===== src/rtl/dkc_pkg.sv =====
package dkc_pkg;
  localparam int WORD_W = 12;
  localparam int CYL_W  = 8;

  localparam logic [WORD_W-1:0] ST_DONE    = 12'o4000;
  localparam logic [WORD_W-1:0] ST_HMOV    = 12'o2000;
  localparam logic [WORD_W-1:0] ST_NRDY    = 12'o0200;
  localparam logic [WORD_W-1:0] ST_BUSYERR = 12'o0100;
  localparam logic [WORD_W-1:0] ST_ERRS    = 12'o0177;
  localparam logic [WORD_W-1:0] ST_EVMASK  = 12'o6777;
  localparam int CMD_IE_BIT = 8;
  localparam logic [2:0] FN_SEEK = 3'd3;

  typedef enum logic [2:0] {
    P_NONE = 3'd0, P_POLL = 3'd1, P_CLEAR = 3'd2, P_ADDRGO = 3'd3,
    P_MEMADR = 3'd4, P_STATRD = 3'd5, P_CMDLD = 3'd6, P_NOP = 3'd7
  } pulse_e;

  typedef enum logic [1:0] {
    CL_STAT = 2'd0, CL_CTRL = 2'd1, CL_DRIVE = 2'd2, CL_STALT = 2'd3
  } clr_e;

  typedef struct packed {
    logic ld_cmd;
    logic ld_da;
    logic ld_ma;
    logic clr_sta;
    logic clr_ctl;
    logic seek0;
    logic start;
    logic busy_err;
    logic refresh;
  } act_t;

  function automatic logic [CYL_W-1:0] fn_cyl(input logic [WORD_W-1:0] cmd,
                                               input logic [WORD_W-1:0] da);
    return {cmd[0], da[11:5]};
  endfunction

  function automatic logic [1:0] fn_drv(input logic [WORD_W-1:0] cmd);
    return cmd[2:1];
  endfunction

  function automatic logic fn_attn(input logic [WORD_W-1:0] sta);
    return |(sta & (ST_DONE | ST_ERRS));
  endfunction

  function automatic logic [WORD_W-1:0] fn_refresh(input logic [WORD_W-1:0] sta,
                                                   input logic mov,
                                                   input logic nrdy);
    return (sta & ~(ST_HMOV | ST_NRDY)) | (mov ? ST_HMOV : '0) | (nrdy ? ST_NRDY : '0);
  endfunction
endpackage


===== src/rtl/dkc_pulse_decode.sv =====
module dkc_pulse_decode
  import dkc_pkg::*;
(
  input  logic       iot_valid,
  input  logic [2:0] iot_code,
  input  logic [1:0] clr_sel,
  input  logic       busy,
  output act_t       act
);
  always_comb begin
    act = '0;
    if (iot_valid) begin
      unique case (pulse_e'(iot_code))
        P_CLEAR: begin
          act.clr_sta = 1'b1;
          unique case (clr_e'(clr_sel))
            CL_STAT:  act.busy_err = busy;
            CL_CTRL:  act.clr_ctl  = 1'b1;
            CL_DRIVE: begin
              act.busy_err = busy;
              act.seek0    = !busy;
            end
            default: ;
          endcase
        end
        P_ADDRGO: begin
          act.busy_err = busy;
          act.ld_da    = !busy;
          act.start    = !busy;
        end
        P_MEMADR: begin
          act.busy_err = busy;
          act.ld_ma    = !busy;
        end
        P_CMDLD: begin
          act.busy_err = busy;
          act.ld_cmd   = !busy;
          act.clr_sta  = !busy;
        end
        P_STATRD: act.refresh = 1'b1;
        default: ;
      endcase
    end
  end
endmodule


===== src/rtl/dkc_drive_sel.sv =====
module dkc_drive_sel #(
  parameter int NDRV = 4
) (
  input  logic [NDRV-1:0] drv_not_ready,
  input  logic [NDRV-1:0] drv_moving,
  input  logic [1:0]      sel,
  output logic            sel_nrdy,
  output logic            sel_mov
);
  localparam int SLOTS = 4;
  logic [SLOTS-1:0] nrdy_pad;
  logic [SLOTS-1:0] mov_pad;

  for (genvar i = 0; i < SLOTS; i++) begin : g_slot
    if (i < NDRV) begin : g_real
      assign nrdy_pad[i] = drv_not_ready[i];
      assign mov_pad[i]  = drv_moving[i];
    end else begin : g_absent
      assign nrdy_pad[i] = 1'b1;
      assign mov_pad[i]  = 1'b0;
    end
  end

  assign sel_nrdy = nrdy_pad[sel];
  assign sel_mov  = mov_pad[sel];
endmodule


===== src/rtl/dkc_status_reg.sv =====
module dkc_status_reg
  import dkc_pkg::*;
(
  input  logic              clk,
  input  logic              rst,
  input  act_t              act,
  input  logic              sel_mov,
  input  logic              sel_nrdy,
  input  logic [WORD_W-1:0] ev_set,
  output logic [WORD_W-1:0] sta_q,
  output logic [WORD_W-1:0] sta_d,
  output logic [WORD_W-1:0] sta_view
);
  logic [WORD_W-1:0] base;
  logic [WORD_W-1:0] ev_bits;

  assign sta_view = fn_refresh(sta_q, sel_mov, sel_nrdy);
  assign ev_bits  = ev_set & ST_EVMASK;

  always_comb begin
    if (act.clr_sta)      base = '0;
    else if (act.refresh) base = sta_view;
    else                  base = sta_q;
    sta_d = base | (act.busy_err ? ST_BUSYERR : '0) | ev_bits;
  end

  always_ff @(posedge clk) begin
    if (rst) sta_q <= '0;
    else     sta_q <= sta_d;
  end

  // an event bit is present after the edge, whatever the pulse did
  a_r11_event_sets: assert property (@(posedge clk) disable iff (rst)
    (|ev_bits) |=> ((sta_q & $past(ev_bits)) == $past(ev_bits)));

  // a status read stores the selected drive's heads-moving flag
  a_r9_refresh_mov: assert property (@(posedge clk) disable iff (rst)
    (act.refresh && !ev_set[10]) |=> (sta_q[10] == $past(sel_mov)));
endmodule


===== src/rtl/dkc_ctl_regs.sv =====
module dkc_ctl_regs
  import dkc_pkg::*;
(
  input  logic              clk,
  input  logic              rst,
  input  act_t              act,
  input  logic [WORD_W-1:0] ac_in,
  input  logic              ev_busy_set,
  input  logic              ev_busy_clr,
  output logic [WORD_W-1:0] cmd_q,
  output logic [WORD_W-1:0] cmd_d,
  output logic [WORD_W-1:0] da_q,
  output logic [WORD_W-1:0] ma_q,
  output logic              busy_q,
  output logic              go_q,
  output logic [2:0]        go_func_q,
  output logic [CYL_W-1:0]  go_cyl_q,
  output logic [1:0]        go_drive_q,
  output logic              cancel_q
);
  logic issue;

  assign issue = act.start | act.seek0;

  always_comb begin
    if (act.clr_ctl)     cmd_d = '0;
    else if (act.ld_cmd) cmd_d = ac_in;
    else                 cmd_d = cmd_q;
  end

  always_ff @(posedge clk) begin
    if (rst) begin
      cmd_q      <= '0;
      da_q       <= '0;
      ma_q       <= '0;
      busy_q     <= 1'b0;
      go_q       <= 1'b0;
      go_func_q  <= '0;
      go_cyl_q   <= '0;
      go_drive_q <= '0;
      cancel_q   <= 1'b0;
    end else begin
      cmd_q <= cmd_d;
      if (act.clr_ctl)    da_q <= '0;
      else if (act.ld_da) da_q <= ac_in;
      if (act.clr_ctl)    ma_q <= '0;
      else if (act.ld_ma) ma_q <= ac_in;
      if (ev_busy_set)                     busy_q <= 1'b1;
      else if (act.clr_ctl || ev_busy_clr) busy_q <= 1'b0;
      go_q     <= issue;
      cancel_q <= act.clr_ctl;
      if (issue) begin
        go_drive_q <= fn_drv(cmd_q);
        go_func_q  <= act.start ? cmd_q[11:9] : FN_SEEK;
        go_cyl_q   <= act.start ? fn_cyl(cmd_q, ac_in) : '0;
      end
    end
  end

  // an accepted command load shows the accumulator on the next cycle
  a_r4_cmd_load: assert property (@(posedge clk) disable iff (rst)
    act.ld_cmd |=> (cmd_q == $past(ac_in)));

  // a refused load leaves all three registers untouched
  a_r7_regs_hold: assert property (@(posedge clk) disable iff (rst)
    (act.busy_err && !act.clr_sta) |=> ($stable(cmd_q) && $stable(da_q) && $stable(ma_q)));

  // the cancel strobe comes with cleared registers
  a_r8_cancel_clears: assert property (@(posedge clk) disable iff (rst)
    cancel_q |-> (cmd_q == '0 && da_q == '0 && ma_q == '0));
endmodule


===== src/rtl/dkc_iot_frontend.sv =====
module dkc_iot_frontend
  import dkc_pkg::*;
#(
  parameter int NDRV = 4
) (
  input  logic              clk,
  input  logic              rst,
  input  logic              iot_valid,
  input  logic [2:0]        iot_code,
  input  logic [WORD_W-1:0] ac_in,
  input  logic [NDRV-1:0]   drv_not_ready,
  input  logic [NDRV-1:0]   drv_moving,
  input  logic [WORD_W-1:0] ev_set,
  input  logic              ev_busy_set,
  input  logic              ev_busy_clr,
  output logic [WORD_W-1:0] ac_out,
  output logic              skip,
  output logic              irq,
  output logic              go,
  output logic [2:0]        go_func,
  output logic [CYL_W-1:0]  go_cyl,
  output logic [1:0]        go_drive,
  output logic              cancel_all,
  output logic [WORD_W-1:0] cmd_word,
  output logic [WORD_W-1:0] disk_addr,
  output logic [WORD_W-1:0] mem_addr
);
  act_t              act;
  logic              busy_q;
  logic [WORD_W-1:0] cmd_q, cmd_d, da_q, ma_q;
  logic [WORD_W-1:0] sta_q, sta_d, sta_view;
  logic              sel_nrdy, sel_mov;
  logic              irq_q;

  dkc_pulse_decode u_dec (
    .iot_valid (iot_valid),
    .iot_code  (iot_code),
    .clr_sel   (ac_in[1:0]),
    .busy      (busy_q),
    .act       (act)
  );

  dkc_drive_sel #(.NDRV(NDRV)) u_dsel (
    .drv_not_ready (drv_not_ready),
    .drv_moving    (drv_moving),
    .sel           (fn_drv(cmd_q)),
    .sel_nrdy      (sel_nrdy),
    .sel_mov       (sel_mov)
  );

  dkc_status_reg u_sta (
    .clk      (clk),
    .rst      (rst),
    .act      (act),
    .sel_mov  (sel_mov),
    .sel_nrdy (sel_nrdy),
    .ev_set   (ev_set),
    .sta_q    (sta_q),
    .sta_d    (sta_d),
    .sta_view (sta_view)
  );

  dkc_ctl_regs u_ctl (
    .clk         (clk),
    .rst         (rst),
    .act         (act),
    .ac_in       (ac_in),
    .ev_busy_set (ev_busy_set),
    .ev_busy_clr (ev_busy_clr),
    .cmd_q       (cmd_q),
    .cmd_d       (cmd_d),
    .da_q        (da_q),
    .ma_q        (ma_q),
    .busy_q      (busy_q),
    .go_q        (go),
    .go_func_q   (go_func),
    .go_cyl_q    (go_cyl),
    .go_drive_q  (go_drive),
    .cancel_q    (cancel_all)
  );

  always_ff @(posedge clk) begin
    if (rst) irq_q <= 1'b0;
    else     irq_q <= fn_attn(sta_d) & cmd_d[CMD_IE_BIT];
  end

  always_comb begin
    ac_out = '0;
    skip   = 1'b0;
    if (iot_valid) begin
      unique case (pulse_e'(iot_code))
        P_POLL: begin
          ac_out = ac_in;
          skip   = fn_attn(sta_q);
        end
        P_STATRD: ac_out = sta_view;
        default: ;
      endcase
    end
  end

  assign irq       = irq_q;
  assign cmd_word  = cmd_q;
  assign disk_addr = da_q;
  assign mem_addr  = ma_q;

  // the request tracks the stored status and enable bit
  a_r3_irq_level: assert property (@(posedge clk) disable iff (rst)
    irq == (fn_attn(sta_q) && cmd_q[CMD_IE_BIT]));

  // skip only ever answers the poll pulse
  a_r2_skip_only_poll: assert property (@(posedge clk) disable iff (rst)
    skip |-> (iot_valid && iot_code == 3'd1));

  // nothing is started while the controller is busy
  a_r7_no_go_busy: assert property (@(posedge clk) disable iff (rst)
    (iot_valid && busy_q) |=> !go);
endmodule


===== config.mk =====
export PLATFORM = sky130hd
export DESIGN_NAME = dkc_iot_frontend
export DESIGN_NICKNAME = d
export VERILOG_FILES = /design/src/rtl/dkc_pkg.sv /design/src/rtl/dkc_pulse_decode.sv /design/src/rtl/dkc_drive_sel.sv /design/src/rtl/dkc_status_reg.sv /design/src/rtl/dkc_ctl_regs.sv /design/src/rtl/dkc_iot_frontend.sv
export SDC_FILE = /design/constraint.sdc
export NUM_CORES = 1
export LEC_CHECK = 0
export BUFFER_PORTS_ARGS = -buffer_cell sky130_fd_sc_hd__buf_2
export CORE_MARGIN = 2
export CORE_UTILIZATION = 45
export DETAILED_ROUTE_END_ITERATION = 6
export HOLD_SLACK_MARGIN = 0.12
export PLACE_DENSITY_LB_ADDON = 0.15
export SETUP_SLACK_MARGIN = 0.05
export SYNTH_ARGS = -nofsm -noshare
export SYNTH_HDL_FRONTEND = slang
export SYNTH_SLANG_ARGS = --single-unit

===== constraint.sdc =====
create_clock -name clk -period 1.4 [get_ports clk]
set_input_delay 0.07 -clock clk [delete_from_list [all_inputs] [get_ports clk]]
set_output_delay 0.07 -clock clk [all_outputs]
set_load 0.02 [all_outputs]

-- Word-level counts from Yosys, hierarchy flattened
Index checks and enable logic that the tools add are counted.
- register bits after elaboration: 65
- bits in latches: 0
- RAM bits: 0
- ROM bits: 0
- input bits: 40
- output and inout port bits: 65
- logic and storage cells: 66
- memories kept: 0
- $add $sub $neg: 0
- multipliers: 0
- divide/modulo/power cells: 0
- order comparisons: 1
- equal/unequal tests: 8
- shift-type cells: 0
- muxes and demuxes: 30
- bitwise operators: 6
- reductions and logical operators: 9
- operator list (cell ; number):
    $or 12x12->12 ; 4
    $mux 12 ; 3
    $mux 9 ; 3
    $pmux 12 s2 ; 1
    $mux 8 ; 2
    $reduce_or 8->1 ; 2
    $mux 1 ; 13
    $mux 11 ; 1
    $eq 3x3->1 const B ; 3
    $mux 7 ; 1
    $eq 3x2->1 const B ; 2
    $bmux 1 s2 ; 2
    $pmux 1 s2 ; 2
    $reduce_or 2->1 ; 2
    $eq 3x1->1 const B ; 1
    $lt 2x3->1 const B ; 1
    $mux 3 ; 1
    $reduce_or 3->1 ; 1
    $eq 2x1->1 const B ; 1
    $eq 2x2->1 const B ; 1
    $logic_not 2->1 ; 1
    $mux 2 ; 1
    $reduce_bool 2->1 ; 1
    $and 1x1->1 ; 1
    3 further kinds ; 3

-- Depth between registers and ports, before layout
- depth after elaboration: 11
- gate-level depth with buffers: 6

-- Cells and area by module
A second synthesis with hierarchy kept.
- cells, all modules: 327
- area total of the unflattened synthesis: 3106.7 um^2
- modules (own cells, without submodules) (module ; instances ; cells each ; area an instance (um^2)):
    dkc_ctl_regs ; 1 ; 197 ; 2016.9
    dkc_status_reg ; 1 ; 73 ; 599.3
    dkc_iot_frontend ; 1 ; 36 ; 290.3
    dkc_pulse_decode ; 1 ; 19 ; 147.6
    dkc_drive_sel ; 1 ; 2 ; 52.6

-- Worst setup path after synthesis
OpenSTA, ideal clock, no wires.
- path type: register to output
- start point: register u_ctl.cmd_q[1]
- end point: output ac_out[10]
- arrival time: 1.352 ns
- data required time: 1.330 ns
- path slack: -0.022 ns
- cell stages (with the launch flop): 3
- buffers on the path: 0
- path through: dfxtp_1 > mux4_2 > a22o_1
- cells in the longest elaborated chain, start to end: 7
- ends and longest elaborated chain (item ; RTL line ; text):
    start, declared ; dkc_ctl_regs.sv:10 ; output logic [WORD_W-1:0] cmd_q,
    start signal, assigned ; dkc_ctl_regs.sv:43 ; cmd_q <= cmd_d;
    $bmux 1 s2 ; dkc_drive_sel.sv:25 ; assign sel_mov = mov_pad[sel];
    $mux 1 (not written as such) ; dkc_drive_sel.sv:25 ;
    $mux 11 ; dkc_pkg.sv:51 ; return (sta & ~(ST_HMOV | ST_NRDY)) | (mov ? ST_HMOV : '0) | (nrdy ? ST_NRDY : '0);
    $or 12x12->12 (2 in series) ; dkc_pkg.sv:51 ;
    $pmux 12 s2 ; dkc_iot_frontend.sv:91 ; unique case (pulse_e'(iot_code))
    $mux 12 ; dkc_iot_frontend.sv:90 ; if (iot_valid) begin
    end, declared ; dkc_iot_frontend.sv:16 ; output logic [WORD_W-1:0] ac_out,
No other way between the ends. The select of a mux whose other input is x is not followed.

-- Final worst setup path
Same ends and word-level chain as after synthesis.

==> results.cfg <==
[outcome]
run_status = finished, violations left
violations = negative setup slack

[sta]
fmax_mhz = 619.6
slew_headroom_pct = 81.28
hold-worst-slack_ps = 145.4
postLayoutSetupSlackWorst_ps = -213.9
timing.final.crit_period_ps = 1614
rsz0062_at_grt = true
setup_viol = 2
tightest_slew_ps = 280.8
finalHoldViolations = 0
timing_max_transition_violations_final = 0
min_period_over_period_pct = 115.3
worst_clock_skew_ps = 4.063

[layout]
flow.area_growth_from_synthesis_pct = 45.35
post_route_design_area_um2 = 3517
stdcell_count = 464
nNetsFinal = 431
antenna-diode-count = 0
final.fill_count = 456
share_of_cells_above_drive_strength_1_pct = 38.58

[setup_path]
worst_endpoint_data_arrival_time_ps = 1540
delay_contributed_by_the_slowest_stage_of_the_critical_path_ps = 480
critical-path-slowest-cell = mux4_2
cp_capture_type = output port
critical_path.startpoint_type = flip-flop
path_max_fanout = 4
worstPathCellList = mux4_2, a22o_1, buf_6
required_ps = 1330
critical-path-top-delay-family = multiplexers
critPathBufInv = 1
crit_path_class = reg -> out

[clock_tree]
numCtsBuffers = 9
htree_num_levels = 3
cts-root-buf = clkbuf_8
clk_path_buf_depth = 2
tritoncts = built
clock_transition_at_the_registers_of_the_reported_paths_ps = 60
clock_sink_count = 62
clock_latency_ps = 330

[power_and_ir_drop]
cellPowerDensity_nw_per_um2 = 1070
p_clk_share_pct = 39.9
power_report.internal_total_uw = 2853
ir_drop_v = 0.0007660
swShare_pct = 24.20
share_seq_of_total_power_pct = 48.9
total_leakage_power_uw = 0.001707
switching_power_uw = 910.8
power.share.combinational_pct = 11.1

[yosys]
cell_area_after_synthesis_um2 = 2420
synth_seq_cells = 62
yosysSeqAreaShare_pct = 51.29
syn_nets = 294
number_of_enable_flip_flop_cells_after_synthesis = 0
cell_count_after_synthesis = 254
postSynth.topFlopCell = dfxtp_1
postSynth.asyncResetShare_pct = 0
synthesis.area_per_instance_um2 = 9.527
count_of_synthesis_stage_warnings_from_yosys = 0
yosysUniqueCellTypes = 36

[placement]
placed_cells_incl_taps = 427
routabilityCongestion = 0.7969
detailed_place.area_um2 = 3067
detailed_placer_s_ending_hpwl_um = 4862
place.port_buffers = 101

[detailed_routing]
routed_wl_um = 6802
drt-vias-per-instance = 5.015
drc_errors = 0
drtPass1Iterations = 4
detail_route.wl_per_cell_um = 14.66
vias = 2327
route.antenna.remaining_nets = 0
drt-initial-drc-count = 123

[worst_hold_path]
hp-class = in -> reg

[floorplan]
num_io_pins = 105
die_w_um = 77.33
fp.coreArea_um2 = 5140
placementRows = 26
start_util_pct = 47.08
floorplan.die.height_um = 77.33
die_area_um2 = 5980

[run]
max_cap_violations = 0

[global_routing]
pin_count_of_the_biggest_net_entering_global_routing = 26
wire_length_of_the_first_global_routing_pass_um = 11080
antenna_found_initial = 0
globalRoute.totalOverflow = 0
combined_global_route_utilization_of_all_metal_layers_pct = 23.98
via_count_of_the_first_global_routing_pass = 2253
==> metal layers <==
layer	vias to the layer above	GRT usage (%)	wire, um
met5	-	0	0
met4	0	9.286	143
met3	14	8.953	490
met2	78	38.17	3218
met1	1083	29.49	2949
li1	1152	-	-
==> path summary, 6_finish.rpt <==
kind	from	endpoint	slack, ps	cells past startpoint
setup / recovery	u_ctl.cmd_q[1]$_SDFFE_PP0P_	ac_out[10]	-210	3
hold / removal	ev_set[6]	u_sta.sta_q[6]$_SDFF_PP0_	150	4
setup reg to reg	u_ctl.busy_q$_SDFFE_PP0P_	u_ctl.go_cyl_q[7]$_SDFFE_PP0P_	130	5
hold reg to reg	u_ctl.da_q[11]$_SDFFE_PP0P_	u_ctl.da_q[11]$_SDFFE_PP0P_	450	2
==> layout by cell type (no fill, tap or decap), types with 2 or more instances in the layout <==
cell type / n
a22o_1: 11
a21oi_2: 2
nor2_1: 38
clkbuf_8: 10
nor2_2: 4
a22oi_1: 2
dfxtp_2: 3
buf_12: 2
a21oi_1: 26
nor3_1: 4
dfxtp_1: 58
buf_4: 16
dlygate4sd3_1: 21
a31oi_1: 2
clkinv_2: 2
mux4_2: 2
and2_1: 2
mux2i_1: 26
buf_2: 98
nand2_1: 35
and4bb_2: 2
buf_6: 4
nor2b_1: 5
==> tightest hold or removal path: cells and delay by family <==
family                 cells  cell delay (ps)
AO/OA/AOI/OAI              1               30
buffers and inverters      1               70
AND/OR/NAND/NOR            2              270
==> per-stage QoR <==
stage,total power [uW],worst slack [ps],utilization [%],setup TNS [ps]
2_1_floorplan,2074,97.11,-,0
3_3_place_gp,2239,73.35,59.66,0
3_5_place_dp,2244,51.27,59.66,0
4_1_cts,3794,-240.2,68.28,-474.4
5_1_grt,3942,-272.7,68.43,-620.1
6_report,3764,-213.9,68.43,-407.9
==> flip-flops by register name, indices dropped and copies added (netlist names), 2 cells and up <==
signal,flops
u_ctl.cmd_q,12
u_ctl.go_drive_q,2
u_ctl.go_cyl_q,8
u_ctl.ma_q,12
u_sta.sta_q,9
u_ctl.go_func_q,3
u_ctl.da_q,12
==> area by class of cell <==
| cell class | count | area, um^2 | area share (%) |
|---|---|---|---|
| clock buffer | 10 | 137.6 | 3.913 |
| tap | 70 | 87.58 | 2.490 |
| inverter | 2 | 7.507 | 0.2134 |
| timing repair buffer | 141 | 905.9 | 25.76 |
| clock inverter | 4 | 48.80 | 1.387 |
| multi-input combinational | 175 | 1081 | 30.74 |
| sequential | 62 | 1249 | 35.50 |
==> cell usage after synthesis, types with 2 or more instances <==
master    number  area share (%)
a22oi_1        2            0.62
a21oi_1       27             5.6
a31oi_1        2            0.52
buf_6          3             1.4
nor2b_1        5             1.3
nand2_1       35             5.4
a22o_1        11             4.0
mux4_2         2             1.9
buf_2          5             1.0
mux2i_1       26              11
nor3_1         4            0.83
nor2_1        38             5.9
dfxtp_1       62              51
clkbuf_1       5            0.78
and4bb_2       2             1.0
nor2_2         4             1.0
nor4_1         2            0.52
==> power by group through the flow <==
| stage | clock network [uW] | registers, uW | logic (uW) |
|---|---|---|---|
| 2_1_floorplan | 0 | 1910 | 168 |
| 3_3_place_gp | 0 | 1880 | 361 |
| 3_5_place_dp | 0 | 1880 | 364 |
| 4_1_cts | 1540 | 1840 | 418 |
| 5_1_grt | 1640 | 1850 | 454 |
| 6_report | 1500 | 1840 | 419 |
==> cell families after synthesis <==
group,count (synthesis),synth area share (%)
DFF,62,51.29
muxes,28,12.62
and+or+nand+nor,99,19.08
AOI/OAI and AO/OA,48,12.56
buffers and inverters,17,4.446
==> repair_timing <==
| item | CTS | global route |
|---|---|---|
| setup buffers | 2 | 0 |
| gates resized for setup | 11 | 3 |
| hold buffers | 21 | 0 |
| pin swaps | 3 | 0 |
| hold endpoints to repair | 47 | 0 |
| endpoints found under the setup margin | 5 | 6 |
No activity file was read; power rests on OpenSTA's default activity.
